[config.mk]
export PLATFORM = sky130hd
export DESIGN_NAME = sram_seq
export DESIGN_NICKNAME = d
export VERILOG_FILES = /design/src/rtl/sram_seq_pkg.sv /design/src/rtl/sram_seq_ctrl.sv /design/src/rtl/sram_seq_pins.sv /design/src/rtl/sram_seq.sv
export SDC_FILE = /design/constraint.sdc
export NUM_CORES = 1
export LEC_CHECK = 0
export CORE_MARGIN = 2
export CORE_UTILIZATION = 35
export CTS_CLUSTER_SIZE = 10
export DETAILED_ROUTE_END_ITERATION = 12
export DONT_BUFFER_PORTS = 1
export SLEW_MARGIN = 10
export SYNTH_ARGS = -nofsm -noshare
export SYNTH_HDL_FRONTEND = slang
export SYNTH_SLANG_ARGS = --single-unit
[constraint.sdc]
create_clock -name clk -period 2.7 [get_ports clk]
set_clock_uncertainty 0.1 [all_clocks]
set_input_delay 0.27 -clock clk [delete_from_list [all_inputs] [get_ports clk]]
set_output_delay 0.27 -clock clk [all_outputs]
set_load 0.01 [all_outputs]
[src/rtl/sram_seq_pkg.sv]
package sram_seq_pkg;

  typedef enum logic [3:0] {
    ST_IDLE,
    ST_TURN,
    ST_ADDR,
    ST_W_CS,
    ST_W_WE,
    ST_W_DATA,
    ST_W_END,
    ST_R_CS,
    ST_R_OE,
    ST_R_END
  } seq_state_t;

endpackage

[src/rtl/sram_seq_ctrl.sv]
module sram_seq_ctrl
  import sram_seq_pkg::*;
#(
  parameter int ACCESS_CYCLES = 4
) (
  input  logic       clk,
  input  logic       rst,
  input  logic       req_valid,
  input  logic       req_write,
  output logic       req_ready,
  output logic       accept,
  output logic       capture,
  output seq_state_t state_d
);

  localparam int CNT_W = $clog2(ACCESS_CYCLES) + 1;
  localparam logic [CNT_W-1:0] LAST_CNT = CNT_W'(ACCESS_CYCLES - 1);

  seq_state_t       state_q;
  logic [CNT_W-1:0] cnt_q;
  logic             write_q;
  logic             last_rd_q;
  logic             cnt_clear;
  logic             wait_over;

  assign req_ready = (state_q == ST_IDLE);
  assign accept    = req_ready && req_valid;
  assign wait_over = (cnt_q == LAST_CNT);
  assign capture   = (state_q == ST_R_OE) && wait_over;
  assign cnt_clear = (state_q != state_d) &&
                     ((state_d == ST_ADDR) || (state_d == ST_W_DATA));

  always_comb begin
    state_d = state_q;
    unique case (state_q)
      ST_IDLE: begin
        if (req_valid) begin
          state_d = (req_write && last_rd_q) ? ST_TURN : ST_ADDR;
        end
      end
      ST_TURN:   state_d = ST_ADDR;
      ST_ADDR:   state_d = write_q ? ST_W_CS : ST_R_CS;
      ST_W_CS:   state_d = ST_W_WE;
      ST_W_WE:   state_d = ST_W_DATA;
      ST_W_DATA: if (wait_over) state_d = ST_W_END;
      ST_W_END:  state_d = ST_IDLE;
      ST_R_CS:   state_d = ST_R_OE;
      ST_R_OE:   if (wait_over) state_d = ST_R_END;
      ST_R_END:  state_d = ST_IDLE;
      default:   state_d = ST_IDLE;
    endcase
  end

  always_ff @(posedge clk) begin
    if (rst) begin
      state_q   <= ST_IDLE;
      cnt_q     <= '0;
      write_q   <= 1'b0;
      last_rd_q <= 1'b0;
    end else begin
      state_q <= state_d;
      if (cnt_clear) cnt_q <= '0;
      else           cnt_q <= cnt_q + 1'b1;
      if (accept) write_q <= req_write;
      if (state_q == ST_R_END) last_rd_q <= 1'b1;
      if (state_q == ST_W_END) last_rd_q <= 1'b0;
    end
  end

endmodule

[src/rtl/sram_seq_pins.sv]
module sram_seq_pins
  import sram_seq_pkg::*;
#(
  parameter int ADDR_W = 11,
  parameter int DATA_W = 8
) (
  input  logic              clk,
  input  logic              rst,
  input  seq_state_t        state_d,
  input  logic              accept,
  input  logic              capture,
  input  logic [ADDR_W-1:0] req_addr,
  input  logic [DATA_W-1:0] req_wdata,
  input  logic [DATA_W-1:0] mem_dq_i,
  output logic [ADDR_W-1:0] mem_addr,
  output logic              mem_cs_n,
  output logic              mem_we_n,
  output logic              mem_oe_n,
  output logic [DATA_W-1:0] mem_dq_o,
  output logic              mem_dq_oe,
  output logic              done,
  output logic [DATA_W-1:0] rdata
);

  logic cs_on, we_on, oe_on, drv_on, end_on;

  always_comb begin
    cs_on  = (state_d == ST_W_CS)   || (state_d == ST_W_WE) ||
             (state_d == ST_W_DATA) || (state_d == ST_R_CS) ||
             (state_d == ST_R_OE);
    we_on  = (state_d == ST_W_WE)   || (state_d == ST_W_DATA) ||
             (state_d == ST_W_END);
    oe_on  = (state_d == ST_R_OE);
    drv_on = (state_d == ST_W_DATA) || (state_d == ST_W_END);
    end_on = (state_d == ST_W_END)  || (state_d == ST_R_END);
  end

  always_ff @(posedge clk) begin
    if (rst) begin
      mem_addr  <= '0;
      mem_dq_o  <= '0;
      mem_cs_n  <= 1'b1;
      mem_we_n  <= 1'b1;
      mem_oe_n  <= 1'b1;
      mem_dq_oe <= 1'b0;
      done      <= 1'b0;
      rdata     <= '0;
    end else begin
      if (accept) begin
        mem_addr <= req_addr;
        mem_dq_o <= req_wdata;
      end
      mem_cs_n  <= ~cs_on;
      mem_we_n  <= ~we_on;
      mem_oe_n  <= ~oe_on;
      mem_dq_oe <= drv_on;
      done      <= end_on;
      if (capture) rdata <= mem_dq_i;
    end
  end

endmodule

[src/rtl/sram_seq.sv]
module sram_seq
  import sram_seq_pkg::*;
#(
  parameter int ADDR_W        = 11,
  parameter int DATA_W        = 8,
  parameter int ACCESS_CYCLES = 4
) (
  input  logic              clk,
  input  logic              rst,
  input  logic              req_valid,
  input  logic              req_write,
  input  logic [ADDR_W-1:0] req_addr,
  input  logic [DATA_W-1:0] req_wdata,
  output logic              req_ready,
  output logic              done,
  output logic [DATA_W-1:0] rdata,
  output logic [ADDR_W-1:0] mem_addr,
  output logic              mem_cs_n,
  output logic              mem_we_n,
  output logic              mem_oe_n,
  output logic [DATA_W-1:0] mem_dq_o,
  output logic              mem_dq_oe,
  input  logic [DATA_W-1:0] mem_dq_i
);

  seq_state_t state_d;
  logic       accept;
  logic       capture;

  sram_seq_ctrl #(
    .ACCESS_CYCLES(ACCESS_CYCLES)
  ) ctrl_i (
    .clk      (clk),
    .rst      (rst),
    .req_valid(req_valid),
    .req_write(req_write),
    .req_ready(req_ready),
    .accept   (accept),
    .capture  (capture),
    .state_d  (state_d)
  );

  sram_seq_pins #(
    .ADDR_W(ADDR_W),
    .DATA_W(DATA_W)
  ) pins_i (
    .clk      (clk),
    .rst      (rst),
    .state_d  (state_d),
    .accept   (accept),
    .capture  (capture),
    .req_addr (req_addr),
    .req_wdata(req_wdata),
    .mem_dq_i (mem_dq_i),
    .mem_addr (mem_addr),
    .mem_cs_n (mem_cs_n),
    .mem_we_n (mem_we_n),
    .mem_oe_n (mem_oe_n),
    .mem_dq_o (mem_dq_o),
    .mem_dq_oe(mem_dq_oe),
    .done     (done),
    .rdata    (rdata)
  );

endmodule

==> results of run 1 <==
## metal layers
metal  track usage [%]  vias to the layer above  share of wire (%)
met4              4.68                        0                1.7
li1                  -                      681                  -
met3              5.09                        8                8.1
met5                 0                        -                  0
met2              18.0                       53                 43
met1              19.0                      593                 48
## how the worst min path moves through the flow
stage | start | cells after the start | endpoint | slack (ns)
final | req_wdata[6] | 2 | pins_i.mem_dq_o[6] | 0.007
after global routing | req_addr[4] | 2 | pins_i.mem_addr[4] | 0.0003
after CTS | req_wdata[5] | 2 | pins_i.mem_dq_o[5] | 0.0006
after detailed placement | rst | 1 | pins_i.mem_dq_o[3] | 0.24
after global placement | rst | 1 | pins_i.mem_dq_o[4] | 0.24
after floorplan | req_write | 2 | ctrl_i.write_q | 0.31
## logic make-up after synthesis
group / after synthesis
and+or+nand+nor: 85
adders and majority gates: 2
buffers and inverters: 17
AOI/OAI and AO/OA: 45
DFF: 41
muxes: 9
## where the power goes
part,total (mW),internal (mW),switching [mW],leakage (nW)
registers,0.738,0.662,0.0758,0.334
logic,0.283,0.129,0.154,0.376
clock network,0.510,0.302,0.208,0.0585
total,1.53,1.09,0.438,0.768
## cell type report
| cell class | instances | area (um^2) | share of cell area, % |
|---|---|---|---|
| Tap cell | 67 | 83.8 | 4.23 |
| Clock buffer | 7 | 86.3 | 4.36 |
| Timing Repair Buffer | 9 | 97.6 | 4.93 |
| Multi-Input combinational cell | 141 | 851 | 43.0 |
| Inverter | 3 | 11.3 | 0.569 |
| Clock inverter | 1 | 30.0 | 1.52 |
| Sequential cell | 41 | 821 | 41.4 |
## what timing repair did
| action | 4_1_cts | 5_1_grt |
|---|---|---|
| endpoints found under the setup margin | 0 | 1 |
| resized for setup | 0 | 2 |
| hold endpoints to repair | 38 | 1 |
| hold buffers | 7 | 1 |
## cells in the mapped netlist, drive strengths merged (2+ instances only)
cell    instances  share of area (%)
nor2           15                3.2
or4b            2                1.1
o211a           2                1.1
clkbuf          5                1.1
nand2          47                9.9
nand2b          2               0.71
ha              2                1.4
nand4           2                1.1
o21ai           3               0.85
dfxtp          41                 46
mux2i           9                5.1
inv             3               0.63
o22ai           2                1.1
or2b            2                1.1
a21oi          26                7.3
nand3           3                1.1
nor2b           4                1.4
a211oi          3                1.6
buf             8                3.6
o311ai          2                2.0
and2            4                1.6
## worst max-delay path: stages, from the launching register on
cell           delay, ns
dfxtp_1             0.48
nor4_4              0.56
and2_2              0.48
nand2_1             0.10
a21oi_1             0.12
dlygate4sd3_1       0.55
## per-stage QoR
step	util, %	total power [mW]	setup WS (ns)	hold WS [ns]	instances
2_1_floorplan	-	0.985	0.949	0.306	199
3_3_place_gp	36.8	1.01	0.646	0.244	253
3_5_place_dp	36.8	1.01	0.572	0.244	253
4_1_cts	40.8	1.55	0.0562	0.000597	268
5_1_grt	41.1	1.62	0.0883	0.000291	269
6_report	41.1	1.53	0.250	0.00702	269
## flip-flops by register name, indices dropped and copies added (netlist names)
name / flops
ctrl_i.last_rd_q: 1
pins_i.mem_dq_oe: 1
pins_i.rdata: 8
pins_i.mem_oe_n: 1
ctrl_i.state_q: 4
ctrl_i.cnt_q: 3
pins_i.mem_addr: 11
pins_i.done: 1
pins_i.mem_dq_o: 8
ctrl_i.write_q: 1
pins_i.mem_we_n: 1
pins_i.mem_cs_n: 1
## cells in the final DEF (no fill, tap or decap), types with 2 or more instances in the layout
cell type      instances
nor2_1                15
o21ai_0                3
nand3_1                2
inv_1                  3
nand2b_1               2
mux2i_1                9
nor2b_1                4
or4b_1                 2
a211oi_1               2
clkbuf_8               6
ha_1                   2
and2_2                 3
nand2_1               46
a21oi_1               26
dlygate4sd3_1          7
dfxtp_1               41
==> results.toml, run 1 <==
[worst_setup_path]
end_kind = "register"
r2r_setup_slack_ns = 0.25
path_max_fanout = 20
reg2reg_depth = 5
crit_arrival_ns = 2.58
start_kind = "register"
startpoint = "ctrl_i.state_q[2]"
endpoint = "pins_i.mem_dq_o[0]"
critPathRequiredTime_ns = 2.83
criticalPathCategory = "reg -> reg"
rr_startpoint = "ctrl_i.state_q[2]"
r2r_end = "pins_i.mem_dq_o[0]"

[final_layout]
nets = 234
drive_above_1_share_pct = 10.9
fillCellCount = 517
stdcell_area_um2 = 1980
synthToLayoutAreaGrowth_pct = 11.6
antenna_cells = 0

[floorplanning]
num_rows = 25
num_io_pins = 64
die-area_um2 = 5650
die_w_um = 75.2
start_util_pct = 36.8
die_h_um = 75.2
core_um2 = 4820

[cts]
cts-root-buf = "clkbuf_8"
clock_path_buffers = 2
cts_sinks = 41
post_cts_buffers = 0
cts_buffers = 5
cts_tree = "yes"
clk_pin_slew_worst_paths_ns = 0.08
htree_levels = 2
clk_latency_ns = 0.29

[timing]
rsz0062_at_grt = "no"
tightest_slew_ns = 0.546
hold_violations = 0
clock.fmax_ghz = 0.408
finalSetupViolCount = 0
relSlewSlack_pct = 63.6
fin_crit_sh_pct = 90.8
fin_crit_ns = 2.45
drv_slew = 0
setup_tns_ns = 0

[detailed_routing]
vias = 1335
vias_per_cell = 4.96
drc = 0
ant_nets = 0
first_iter_violations = 103
drtPass1Iterations = 4
wl_um = 3680
avgRoutedWirePerCell_um = 13.7

[power_and_ir_drop]
leakagePower_nw = 0.768
power_density_nw_per_um2 = 773
vdd_drop_max_mv = 0.330

[grt]
antenna_found_initial = 0
grt_max_degree = 38
grt-ovfl-total = 0
grt_pass1_wl_um = 5690
grt_usage_pct = 13.3
first_global_vias = 1140

[run_status]
status = "finished clean"

[yosys]
synth_fa_ha_area_share_pct = 1.41
synth_compound_area_share_pct = 17.6
synth_xor_area_share_pct = 0
synthArstFlopShare_pct = 0
syn_nets = 232
syn_avg_cell_area_um2 = 8.92
netlist_area_um2 = 1770
ys_ff_latch = 41
synth_mux_area_share_pct = 5.08
synth_top_family_by_area = "simple AND/OR/NAND/NOR gates"
synth-seq-area-share_pct = 46.3
synth-main-ff-cell = "dfxtp_1"
netlist_instances = 199
synthDistinctLibCells = 43
yosysWarnings = 0
yosys.area_share.simple_pct = 23.6
synth-edff-count = 0

[place]
placed_cell_area_um2 = 1770
numPortBuffers = 0
dp_hpwl_um = 2410
place_congestion = 0.884

[hold_path]
worstHoldPathType = "in -> reg"

[job]
cap_violations = 0
Power figures use the tool's default switching activity.
==> run 2: changes to the inputs <==
- CORE_MARGIN: 2 -> 5
- SYNTH_HIERARCHICAL: not set -> 1
==> run 2 against run 1 <==
Compared with the run above: count of clock-buffer cells in the layout down 1; largest cell class is now registers; hold slack improved by 0.0049 ns; critical endpoint is now pins_i/done; global-route usage fell by 2.1 points; highest routed layer unchanged; critical path type unchanged; sequential power is 1% lower; final cell count is 17% lower; die area grew 9.1%.
==> results.toml, run 2 <==
[run_status]
status = "finished clean"

[grt]
grt_pass1_wl_um = 5340
grt_usage_pct = 11.2
grt-ovfl-total = 0
grt_max_degree = 42
first_global_vias = 1183
antenna_found_initial = 0

[floorplanning]
core_um2 = 4630
num_rows = 25
die_h_um = 78.5
die_w_um = 78.5
num_io_pins = 64
die-area_um2 = 6170
start_util_pct = 35.5

[final_layout]
antenna_cells = 0
drive_above_1_share_pct = 9.41
largest_reg_flops = 11
fillCellCount = 466
synthToLayoutAreaGrowth_pct = 8.98
regMostFlops = "pins_i/mem_addr"
layout_common_cells = "dfxtp_1, nor2_1, mux2i_1"
multi_input_area_um2 = 762
final_common_cell = "dfxtp_1"
reg.largest.list = "pins_i/mem_addr (11), pins_i/mem_dq_o (8), pins_i/rdata (8)"
nets = 202
regArea_um2 = 821

[detailed_routing]
vias_per_cell = 5.19
ant_nets = 0
vias = 1162
drc = 0
wl_um = 3350
drtPass1Iterations = 4
avgRoutedWirePerCell_um = 15.0
first_iter_violations = 64

[worst_setup_path]
end_kind = "register"
cp_slowest_cell = "or4bb_1"
crit_arrival_ns = 2.30
criticalPathCategory = "reg -> reg"
crit_chain = "ha_1, ha_1, nand2_1, a221o_1, nor2_1, or4bb_1, a21oi_1"
critPathMaxStageDelay_ns = 0.43
start_kind = "register"
cp_common_cell = "ha_1"
path_max_fanout = 7
critPathRequiredTime_ns = 2.82

[yosys]
synthDistinctLibCells = 33
netlist_instances = 169
ys_ff_latch = 41
synth_area_leader_cell = "dfxtp_1"
yosys-top-cells-count = "dfxtp_1, nor2_1, mux2i_1"
syn_avg_cell_area_um2 = 9.73
synthTopCellsByArea = "dfxtp_1, mux2i_1, nor2_1"
synth-main-ff-cell = "dfxtp_1"
synth_top_cell_area_share_pct = 49.9
yosysWarnings = 6
yosysMostFrequentCell = "dfxtp_1"
syn_nets = 202
synth-edff-count = 0
synth-seq-area-share_pct = 49.9
synthArstFlopShare_pct = 0
netlist_area_um2 = 1640

[cts]
clk_latency_ns = 0.29
cts_sinks = 41
cts_buffers = 5
cts_tree = "yes"
clk_pin_slew_worst_paths_ns = 0.08
cts-root-buf = "clkbuf_8"
clock_path_buffers = 2
post_cts_buffers = 0
htree_levels = 2

[timing]
fin_crit_ns = 2.18
finalSetupViolCount = 0
finalWorstSetupSlack_ns = 0.522
clock.fmax_ghz = 0.459
fin_crit_sh_pct = 80.7
hold_violations = 0
setup_tns_ns = 0
relSlewSlack_pct = 58.6
rsz0062_at_grt = "no"
drv_slew = 0
tightest_slew_ns = 0.614

[power_and_ir_drop]
swShare_pct = 29.7
power_density_nw_per_um2 = 758
power.share.sequential_pct = 53.6
power_frac_clock_pct = 28.9
internal-power_mw = 0.955
leakagePower_nw = 0.643
pwr-share-comb_pct = 17.5
p_switching_mw = 0.404
vdd_drop_max_mv = 0.319

[place]
dp_hpwl_um = 2450
numPortBuffers = 0
place_congestion = 0.777
pre_cts_ws_ns = 0.559

[job]
cap_violations = 0

[hold_path]
worstHoldPathType = "in -> reg"
==> run 2: layout make-up <==
| type | instances | area share [%] |
|---|---|---|
| Inverter | 3 | 0.628 |
| Clock inverter | 2 | 0.838 |
| Sequential cell | 41 | 45.8 |
| Clock buffer | 6 | 4.05 |
| Timing Repair Buffer | 4 | 2.37 |
| Tap cell | 54 | 3.77 |
| Multi-Input combinational cell | 114 | 42.5 |
==> run 2: repair_timing <==
item,in CTS,in global routing
gates resized for setup,0,0
hold endpoints to repair,41,0
hold buffers,1,0
==> run 2: metrics by stage <==
stage                     area, um^2  power [mW]  hold slack, ns  std cells  util, %
after floorplan                 1640       0.938           0.269        169        -
after global placement          1680       0.958           0.244        215     36.4
after detailed placement        1680       0.970           0.245        215     36.4
after CTS                       1790        1.38         0.00522        224     38.7
after global routing            1790        1.44          0.0188        224     38.7
final                           1790        1.36          0.0119        224     38.7
==> run 2: worst paths after layout <==
check,slack (ns),from,to,cells after the start
worst max-delay path,0.52,ctrl_i/cnt_q[0],pins_i/done,7
worst min-delay path,0.01,req_write,ctrl_i/write_q,2
worst max register to register,0.52,ctrl_i/cnt_q[0],pins_i/done,7
worst min register to register,0.34,ctrl_i/cnt_q[0],ctrl_i/cnt_q[0],1
==> run 2: metal layers <==
| metal | vias to the layer above | track usage [%] | wire [um] |
|---|---|---|---|
| met3 | 2 | 4.24 | 244 |
| met2 | 40 | 19.9 | 1770 |
| li1 | 577 | - | - |
| met5 | - | 0 | 0 |
| met4 | 0 | 6.29 | 41 |
| met1 | 543 | 11.1 | 1300 |
==> run 2: power groups by stage <==
stage	clock [mW]	combinational [mW]	sequential (mW)
detailed placement	0	0.228	0.743
floorplan	0	0.222	0.716
finish	0.393	0.238	0.728
CTS	0.408	0.240	0.730
global route	0.439	0.266	0.739
global placement	0	0.217	0.742
==> run 2: logic make-up after synthesis <==
group	after synthesis	synth area share [%]
adder cells (fa/ha/maj)	2	1.52
XOR/XNOR	1	0.533
multiplexers	27	16.4
buffers and inverters	14	3.88
flip-flops	41	49.9
AO/OA/AOI/OAI	20	8.45
AND/OR/NAND/NOR	64	19.3
==> run 2: worst max-delay path, delay by kind of cell, from the launching register on <==
family          cells  cell delay (ns)
flops               1             0.34
simple gates        3             0.83
fa+ha+maj           2             0.37
compound gates      2             0.48
==> run 3: changes to the inputs <==
- clock period: 2.7 -> 2.2 ns (I/O delays scaled with it)
==> run 3 against run 2 <==
Compared with the run above: wire length increased by 7.8%; total power grew 36%; non-clock buffer count up 25; setup slack worse by 0.38 ns; final cell count is 11% higher; highest routed layer unchanged; fmax increased by 5.9%; combinational power is 47% higher; count of clock-buffer cells in the layout down 1; final area up 16%; first-iteration DRC count grew 31%; clock power up 53%; sequential cell count is the same.
==> results.toml, run 3 (same netlist as run 2, synthesis figures left out) <==
[timing]
tightest_slew_ns = 0.418
setup_tns_ns = 0
fin_crit_sh_pct = 93.5
finalSetupViolCount = 0
rsz0062_at_grt = "no"
clock.fmax_ghz = 0.486
hold_violations = 0
drv_slew = 0
relSlewSlack_pct = 72.0
fin_crit_ns = 2.06

[grt]
met1_usage_pct = 11.2
grt_max_degree = 42
grt_util_met2_pct = 22.2
grt-ovfl-total = 0
antenna_found_initial = 0
grt_pass1_wl_um = 5710
use_met3_pct = 4.70
first_global_vias = 1242
grt_usage_pct = 11.9
grt_busiest_layer = "met2"

[cts]
clk_pin_slew_worst_paths_ns = 0.08
htree_levels = 2
clk_latency_ns = 0.29
cts-root-buf = "clkbuf_8"
clock_path_buffers = 2
cts_tree = "yes"
cts_sinks = 41
cts_buffers = 5

[floorplanning]
die-area_um2 = 6170
start_util_pct = 35.5
die_w_um = 78.5
die_h_um = 78.5
core_um2 = 4630
num_io_pins = 64
num_rows = 25

[detailed_routing]
wl_um = 3620
drtPass1Iterations = 4
drc = 0
ant_nets = 0
first_iter_violations = 84
avgRoutedWirePerCell_um = 14.5
vias = 1265
vias_per_cell = 5.08

[final_layout]
synthToLayoutAreaGrowth_pct = 26.9
final_common_cell = "dfxtp_1"
largest_reg_flops = 11
regMostFlops = "pins_i/mem_addr"
reg.largest.list = "pins_i/mem_addr (11), pins_i/mem_dq_o (8), pins_i/rdata (8)"
drive_above_1_share_pct = 10.3
nets = 227
layout_common_cells = "dfxtp_1, nor2_1, mux2i_1"
antenna_cells = 0

[place]
dp_hpwl_um = 2410
numPortBuffers = 0
place_congestion = 0.771

[run_status]
status = "finished clean"

[power_and_ir_drop]
power_density_nw_per_um2 = 886
power.total_mw = 1.85
leakagePower_nw = 0.770
vdd_drop_max_mv = 0.330

[job]
cap_violations = 0

[worst_setup_path]
critPathRequiredTime_ns = 2.32
path_max_fanout = 7
start_kind = "register"
crit_arrival_ns = 2.18
criticalPathCategory = "reg -> reg"
end_kind = "register"

[hold_path]
worstHoldPathType = "in -> reg"
==> run 3: cell type report <==
class / instances / area, um^2
Clock buffer: 5 / 68.8
Clock inverter: 3 / 46.3
Fill cell: 434 / 2540
Inverter: 3 / 11.3
Multi-Input combinational cell: 114 / 764
Sequential cell: 41 / 823
Tap cell: 54 / 67.6
Timing Repair Buffer: 29 / 305
==> run 3: timing repair <==
item                                    CTS  global route
resized for setup                         0             4
hold endpoints to repair                 41             0
setup buffers                             0             0
hold buffers                             26             0
endpoints found under the setup margin    0             3
==> run 3: worst paths after layout <==
kind	startpoint	endpoint	slack (ns)	depth (start not counted)
max	ctrl_i/cnt_q[0]	pins_i/done	0.14	7
min	req_wdata[4]	pins_i/mem_dq_o[4]	0.006	2
max reg2reg	ctrl_i/cnt_q[0]	pins_i/done	0.14	7
min reg2reg	ctrl_i/cnt_q[0]	ctrl_i/cnt_q[0]	0.33	1
==> run 3: layer usage <==
metal / routed length [um] / vias up
met1: 1350 / 594
met5: 0 / -
met4: 36 / 0
met2: 2000 / 41
li1: - / 628
met3: 226 / 2
==> run 3: report_power, final <==
part	switching (mW)	total, mW	internal (mW)
clock	0.263	0.602	0.339
sequential	0.0854	0.897	0.811
combinational	0.168	0.351	0.183
==> run 3: stage by stage <==
step / cell area, um^2 / hold WS [ns] / std cells / utilization, % / setup slack (ns)
2_1_floorplan: 1640 / 0.219 / 169 / - / 0.216
6_report: 2090 / 0.00576 / 249 / 45.1 / 0.144
3_3_place_gp: 1700 / 0.195 / 215 / 36.6 / 0.130
3_5_place_dp: 1700 / 0.198 / 215 / 36.6 / 0.0770
5_1_grt: 2090 / 0.00154 / 249 / 45.1 / 0.0113
4_1_cts: 2080 / 0.000107 / 249 / 45.0 / 0.0545
==> run 3: critical path, cell delays in order (launching register included) <==
cell	delay, ns
dfxtp_1	0.34
ha_1	0.15
ha_1	0.20
nand2_1	0.07
a221o_1	0.35
nor2_2	0.24
or4bb_1	0.41
a21oi_1	0.14
